`src/rtl/chg_seq_pkg.sv`:
```
package chg_seq_pkg;
  typedef enum logic [3:0] {
    PH_IDLE   = 4'd0,
    PH_DETECT = 4'd1,
    PH_PRE    = 4'd2,
    PH_FAST   = 4'd3,
    PH_CV     = 4'd4,
    PH_DONE   = 4'd5,
    PH_RCHK   = 4'd6,
    PH_RECH   = 4'd7,
    PH_FAULT  = 4'd8
  } phase_e;

  localparam logic [1:0] ISEL_OFF  = 2'd0;
  localparam logic [1:0] ISEL_PRE  = 2'd1;
  localparam logic [1:0] ISEL_FAST = 2'd2;

  function automatic logic is_timed(phase_e p);
    return (p == PH_PRE) || (p == PH_FAST) || (p == PH_CV) || (p == PH_RECH);
  endfunction
endpackage

```
`src/rtl/chg_tick_div.sv`:
```
module chg_tick_div #(
  parameter int SCALE_W = 2
) (
  input  logic               clk_i,
  input  logic               rst_ni,
  input  logic               tick_i,
  input  logic               run_i,
  input  logic               red_i,
  input  logic [SCALE_W-1:0] scale_i,
  output logic               adv_o
);
  logic [SCALE_W-1:0] div_q;
  logic hit;

  assign hit   = (div_q >= scale_i);
  assign adv_o = tick_i & run_i & (~red_i | hit);

  always_ff @(posedge clk_i or negedge rst_ni) begin
    if (!rst_ni)             div_q <= '0;
    else if (!red_i)         div_q <= '0;
    else if (tick_i && run_i) div_q <= hit ? '0 : div_q + 1'b1;
  end
endmodule

```
`src/rtl/chg_safety_timer.sv`:
```
module chg_safety_timer #(
  parameter int PRE_LIMIT  = 1800,
  parameter int FAST_LIMIT = 18000
) (
  input  logic clk_i,
  input  logic rst_ni,
  input  logic clr_i,
  input  logic adv_i,
  input  logic pre_sel_i,
  output logic expired_o
);
  localparam int MAX_L = (PRE_LIMIT > FAST_LIMIT) ? PRE_LIMIT : FAST_LIMIT;
  localparam int CW    = $clog2(MAX_L + 1);
  localparam logic [CW-1:0] PRE_V  = CW'(PRE_LIMIT);
  localparam logic [CW-1:0] FAST_V = CW'(FAST_LIMIT);
  localparam logic [CW-1:0] MAX_V  = CW'(MAX_L);

  logic [CW-1:0] cnt_q;

  always_ff @(posedge clk_i or negedge rst_ni) begin
    if (!rst_ni)                   cnt_q <= '0;
    else if (clr_i)                cnt_q <= '0;
    else if (adv_i && cnt_q < MAX_V) cnt_q <= cnt_q + 1'b1;
  end

  assign expired_o = pre_sel_i ? (cnt_q >= PRE_V) : (cnt_q >= FAST_V);
endmodule

```
`src/rtl/chg_fsm.sv`:
```
module chg_fsm
  import chg_seq_pkg::*;
(
  input  logic       clk_i,
  input  logic       rst_ni,
  input  logic       en_i,
  input  logic       vin_good_i,
  input  logic       vin_ovp_i,
  input  logic       bat_short_ok_i,
  input  logic       bat_lowv_i,
  input  logic       bat_reg_i,
  input  logic       bat_rch_i,
  input  logic       term_i,
  input  logic       ts_present_i,
  input  logic       ts_ok_i,
  input  logic       any_red_i,
  input  logic       expired_i,
  output logic       timer_clr_o,
  output logic       timer_run_o,
  output logic       pre_sel_o,
  output logic [3:0] phase_o,
  output logic [1:0] isel_o,
  output logic       stat_on_o,
  output logic       ts_en_o,
  output logic       fault_o
);
  phase_e st_q, st_d;
  logic pause, timed_d;
  logic [1:0] isel_d;

  assign pause = vin_ovp_i | (ts_present_i & ~ts_ok_i);

  always_comb begin
    st_d = st_q;
    if (!en_i || !vin_good_i) begin
      st_d = PH_IDLE;
    end else begin
      unique case (st_q)
        PH_IDLE:   st_d = PH_DETECT;
        PH_DETECT: begin
          if (!bat_short_ok_i) st_d = PH_FAULT;
          else if (bat_lowv_i) st_d = PH_FAST;
          else                 st_d = PH_PRE;
        end
        PH_PRE: if (!pause) begin
          if (bat_lowv_i)     st_d = PH_FAST;
          else if (expired_i) st_d = PH_FAULT;
        end
        PH_FAST: if (!pause) begin
          if (expired_i)      st_d = PH_FAULT;
          else if (bat_reg_i) st_d = PH_CV;
        end
        PH_CV: if (!pause) begin
          if (expired_i)                 st_d = PH_FAULT;
          else if (term_i && !any_red_i) st_d = PH_DONE;
        end
        PH_DONE:  if (bat_rch_i) st_d = PH_RCHK;
        PH_RCHK:  st_d = bat_short_ok_i ? PH_RECH : PH_FAULT;
        PH_RECH: if (!pause) begin
          if (expired_i)      st_d = PH_FAULT;
          else if (bat_reg_i) st_d = PH_DONE;
        end
        PH_FAULT: st_d = PH_FAULT;
        default:  st_d = PH_IDLE;
      endcase
    end
  end

  assign timed_d = is_timed(st_d);
  assign isel_d  = (!timed_d || pause) ? ISEL_OFF :
                   (st_d == PH_PRE)    ? ISEL_PRE : ISEL_FAST;

  // timer restarts only when entering a phase that owns a fresh budget
  assign timer_clr_o = (st_q == PH_IDLE) ||
                       ((st_d != st_q) &&
                        ((st_d == PH_PRE) || (st_d == PH_FAST) || (st_d == PH_RECH)));
  assign timer_run_o = is_timed(st_q) && !pause;
  assign pre_sel_o   = (st_q == PH_PRE);

  always_ff @(posedge clk_i or negedge rst_ni) begin
    if (!rst_ni) begin
      st_q      <= PH_IDLE;
      isel_o    <= ISEL_OFF;
      stat_on_o <= 1'b0;
      ts_en_o   <= 1'b0;
      fault_o   <= 1'b0;
    end else begin
      st_q      <= st_d;
      isel_o    <= isel_d;
      stat_on_o <= ((st_d == PH_PRE) || (st_d == PH_FAST) || (st_d == PH_CV)) && !vin_ovp_i;
      ts_en_o   <= timed_d && ts_present_i;
      fault_o   <= (st_d == PH_FAULT);
    end
  end

  assign phase_o = st_q;
endmodule

```
`src/rtl/chg_seq_top.sv`:
```
module chg_seq_top #(
  parameter int PRE_LIMIT  = 1800,
  parameter int FAST_LIMIT = 18000,
  parameter int SCALE_W    = 2
) (
  input  logic               clk_i,
  input  logic               rst_ni,
  input  logic               en_i,
  input  logic               tick_i,
  input  logic               vin_good_i,
  input  logic               vin_ovp_i,
  input  logic               bat_short_ok_i,
  input  logic               bat_lowv_i,
  input  logic               bat_reg_i,
  input  logic               bat_rch_i,
  input  logic               term_i,
  input  logic               ts_present_i,
  input  logic               ts_ok_i,
  input  logic               red_thermal_i,
  input  logic               red_dppm_i,
  input  logic               red_vinlow_i,
  input  logic [SCALE_W-1:0] red_scale_i,
  output logic [3:0]         phase_o,
  output logic [1:0]         isel_o,
  output logic               stat_on_o,
  output logic               ts_en_o,
  output logic               fault_o
);
  logic any_red, expired, timer_clr, timer_run, pre_sel, adv;

  assign any_red = red_thermal_i | red_dppm_i | red_vinlow_i;

  chg_tick_div #(.SCALE_W(SCALE_W)) u_div (
    .clk_i   (clk_i),
    .rst_ni  (rst_ni),
    .tick_i  (tick_i),
    .run_i   (timer_run),
    .red_i   (any_red),
    .scale_i (red_scale_i),
    .adv_o   (adv)
  );

  chg_safety_timer #(.PRE_LIMIT(PRE_LIMIT), .FAST_LIMIT(FAST_LIMIT)) u_tmr (
    .clk_i     (clk_i),
    .rst_ni    (rst_ni),
    .clr_i     (timer_clr),
    .adv_i     (adv),
    .pre_sel_i (pre_sel),
    .expired_o (expired)
  );

  chg_fsm u_fsm (
    .clk_i          (clk_i),
    .rst_ni         (rst_ni),
    .en_i           (en_i),
    .vin_good_i     (vin_good_i),
    .vin_ovp_i      (vin_ovp_i),
    .bat_short_ok_i (bat_short_ok_i),
    .bat_lowv_i     (bat_lowv_i),
    .bat_reg_i      (bat_reg_i),
    .bat_rch_i      (bat_rch_i),
    .term_i         (term_i),
    .ts_present_i   (ts_present_i),
    .ts_ok_i        (ts_ok_i),
    .any_red_i      (any_red),
    .expired_i      (expired),
    .timer_clr_o    (timer_clr),
    .timer_run_o    (timer_run),
    .pre_sel_o      (pre_sel),
    .phase_o        (phase_o),
    .isel_o         (isel_o),
    .stat_on_o      (stat_on_o),
    .ts_en_o        (ts_en_o),
    .fault_o        (fault_o)
  );
endmodule

```
`config.mk`:
```
export PLATFORM = sky130hd
export DESIGN_NAME = chg_seq_top
export DESIGN_NICKNAME = d
export VERILOG_FILES = /design/src/rtl/chg_seq_pkg.sv /design/src/rtl/chg_tick_div.sv /design/src/rtl/chg_safety_timer.sv /design/src/rtl/chg_fsm.sv /design/src/rtl/chg_seq_top.sv
export SDC_FILE = /design/constraint.sdc
export NUM_CORES = 1
export LEC_CHECK = 0
export ABC_AREA = 1
export CAP_MARGIN = 20
export CORE_MARGIN = 1
export CORE_UTILIZATION = 58
export CTS_BUF_LIST = sky130_fd_sc_hd__clkbuf_4 sky130_fd_sc_hd__clkbuf_8 sky130_fd_sc_hd__clkbuf_16
export CTS_CLUSTER_DIAMETER = 60
export DETAILED_ROUTE_END_ITERATION = 6
export PLACE_DENSITY = 0.81
export SYNTH_ARGS = -nofsm -noshare
export SYNTH_HDL_FRONTEND = slang
export SYNTH_SLANG_ARGS = --single-unit
```
`constraint.sdc`:
```
create_clock -name clk_i -period 2.7 [get_ports clk_i]
set_input_delay 0.675 -clock clk_i [delete_from_list [all_inputs] [get_ports clk_i]]
set_output_delay 0.675 -clock clk_i [all_outputs]
set_load 0.02 [all_outputs]
```
==> impl_metrics.tcl <==
set metrics [dict create \
    outcome "finished, violations left" \
    failed_checks "design-rule violations" \
    post-cts-setup-buffers 0 \
    grt_max_degree 27 \
    timing.rr.start "u_fsm.phase_o[0]$_DFF_PN0_" \
    hpwl_mm 3.046 \
    rsz0062_at_grt "false" \
    synth_nets 286 \
    ys_ff_latch 26 \
    crit_buf_inv 1 \
    ys_seq_area_share_pct 36.24 \
    cts_buffer_depth 2 \
    dr.pass1.iters 7 \
    fin_crit_sh_pct 87.45 \
    synthesis.area_um2 1795 \
    hold_viol 0 \
    drt_iter0_markers 82 \
    drc 1 \
    cap_violations 0 \
    worstSetupEndpointType "flop" \
    crit_top_cell "nand2_1" \
    arrival_ns 2.58 \
    yosysWarningCount 0 \
    fin_area_um2 2175 \
    nFillCells 251 \
    cp_slowest_stage_delay_ns 0.40 \
    synth_cells 264 \
    cts_buffers 3 \
    p_per_area_nw_per_um2 351.2 \
    critPathTopFamily "simple AND/OR/NAND/NOR gates" \
    stdcell_count 330 \
    vias 1691 \
    critPathMaxFanout 15 \
    synth_flop_cell "dfrtp_1" \
    clockRootBuffer "clkbuf_4" \
    die_w_um 57.64 \
    finalCriticalPeriod_ns 2.361 \
    syn-mean-instance-area_um2 6.801 \
    grt_pass1_vias 1639 \
    rows 19 \
    hold_start "u_div.div_q[0]$_DFFE_PN0P_" \
    hold_path.class "flop to flop" \
    setup_viol 0 \
    path_clk_slew_ns 0.14 \
    slew_headroom_pct 74.97 \
    synth_cell_types 24 \
    async_flop_share_pct 100.0 \
    placed_cell_area_um2 2131 \
    synth-edff-count 0 \
    path_cells "clkdlybuf4s50_1 > nor2_1 > nand2_1 > nor2_1 > nand2_1 > nand2_1 > nand3_1 > nand2_1 > nand2_1 > nand2_1 > nand2_2 > a21oi_1 > nand2_1 > nand2_2 > nor2_1" \
    critical_path_required_ns 2.92 \
    antenna_found_initial 0 \
    cts.sinks 26 \
    reg2reg_depth 15 \
    multi_input_area_um2 967.2 \
    final_common_cell "nand2_1" \
    crit_start "red_dppm_i" \
    fmax_ghz 0.4235 \
    fin_ws_ns 0.3389 \
    seq_area_um2 650.6 \
    tightest_slew_ns 0.3720 \
    slew_viol_final 0 \
    whs_endpoint "u_div.div_q[1]$_DFFE_PN0P_" \
    grt_overflow_total 0 \
    n_antenna_cell 0 \
    layout_common_cells "60 x nand2_1, 47 x nor2_1, 44 x inv_1, 26 x clkdlybuf4s50_1, 26 x dfrtp_1" \
    finClkSkew_ns 0.003447 \
    final.setup.tns_ns 0 \
    clk_latency_ns 0.33 \
    die_area_um2 3322 \
    critical_path_class "input pin to flop" \
    cts_tree "done" \
    grtUsageTotal_pct 26.17 \
    port_buffers 26 \
    r2r_end "u_tmr.cnt_q[13]$_DFFE_PN0P_" \
    core-area_um2 2853 \
    die_h_um 57.64 \
    startpoint_type "input pin" \
    hold_depth 2 \
    wl_per_cell_um 11.58 \
    leakage_uw 0.001126 \
    regToRegSetupSlack_ns 0.47 \
    htree_levels 1 \
    area_delta_synth_final_pct 21.12 \
    num_io_pins 27 \
    nNetsFinal 322 \
    critPathSlowestCell "clkdlybuf4s50_1" \
    ant_nets 0 \
    avgViaCountPerCell 5.124 \
    grt_pass1_wl_mm 6.775 \
    gp_congestion 0.9310 \
    start_util_pct 62.94 \
    ir_drop_mv 0.2621 \
    dp.cells 326 \
    wl_mm 3.820 \
    dp_slack_ns -0.04621 \
    drive_gt1_share_pct 8.027 \
]
per-stage QoR:
| step | util, % | power (uW) | hold WS [ns] |
|---|---|---|---|
| global route | 76.23 | 805.7 | 0.5667 |
| finish | 76.23 | 763.8 | 0.5399 |
| global placement | 74.69 | 567.1 | 0.5062 |
| detailed placement | 74.69 | 569.6 | 0.5126 |
| CTS | 75.96 | 765.1 | 0.5443 |
| floorplan | - | 501.0 | 0.3794 |
repair_timing:
action	4_1_cts	5_1_grt
hold buffers	0	0
endpoints found under the setup margin	0	1
resized for setup	0	1
metal layers:
metal  share of wire (%)  track usage [%]  vias to the layer above  routed length, um
met5                   0                0                        -                  0
met4                 1.4            9.756                        0                 55
met3                 3.5            2.455                        7                135
met2                  48            47.34                       45               1839
met1                  47            32.28                      739               1790
li1                    -                -                      900                  -
report_power, final:
group	internal [uW]	switching (uW)	total, uW
sequential	402	9.21	411
clock	82.6	117	200
combinational	67.6	85.5	153
worst min-delay path, cell delays in order, from the launching register on:
cell	delay [ns]
dfrtp_1	0.37
nand4_1	0.08
o21ai_0	0.07
cells by family after synthesis:
logic type | after synthesis | share of synthesized area (%)
simple gates | 158 | 38.95
buf+inv | 47 | 10.31
flops | 26 | 36.24
compound gates | 16 | 5.366
xor+xnor | 13 | 6.342
fa+ha+maj | 4 | 2.788
state kept, by name, summed over array words and instances (netlist names):
| signal | flops |
|---|---|
| u_tmr.cnt_q | 15 |
| u_fsm.phase_o | 4 |
| u_div.div_q | 2 |
| u_fsm.isel_o | 2 |
| u_fsm.fault_o | 1 |
| u_fsm.stat_on_o | 1 |
| u_fsm.ts_en_o | 1 |
area by class of cell:
cell class                 instances  area share [%]
timing repair buffer              33           14.38
multi-input combinational        191           44.48
tap                               31           1.784
sequential                        26           29.92
inverter                          45           7.768
clock buffer                       4           1.669
Yosys cell counts, types with 2 or more instances:
cell / instances / area (um^2)
xor2_1: 13 / 113.9
nand2_2: 7 / 43.79
nand2_1: 60 / 225.2
nor2_1: 47 / 176.4
a21oi_1: 7 / 35.03
o21ai_0: 5 / 25.02
nand3_1: 23 / 115.1
dfrtp_1: 26 / 650.6
nor4_1: 2 / 12.51
ha_1: 4 / 50.05
nor3_1: 9 / 45.04
inv_1: 44 / 165.2
nand4_1: 6 / 37.54
worst max path at each step:
stage	to	slack (ns)	cells after the start
2_1_floorplan	u_tmr.cnt_q[4]$_DFFE_PN0P_	0.67	15
5_1_grt	u_tmr.cnt_q[13]$_DFFE_PN0P_	0.05	15
3_5_place_dp	u_tmr.cnt_q[1]$_DFFE_PN0P_	-0.05	15
4_1_cts	u_tmr.cnt_q[1]$_DFFE_PN0P_	0.29	15
6_report	u_tmr.cnt_q[13]$_DFFE_PN0P_	0.34	15
3_3_place_gp	u_tmr.cnt_q[3]$_DFFE_PN0P_	-0.03	15
(Power assumes the default switching activity.)
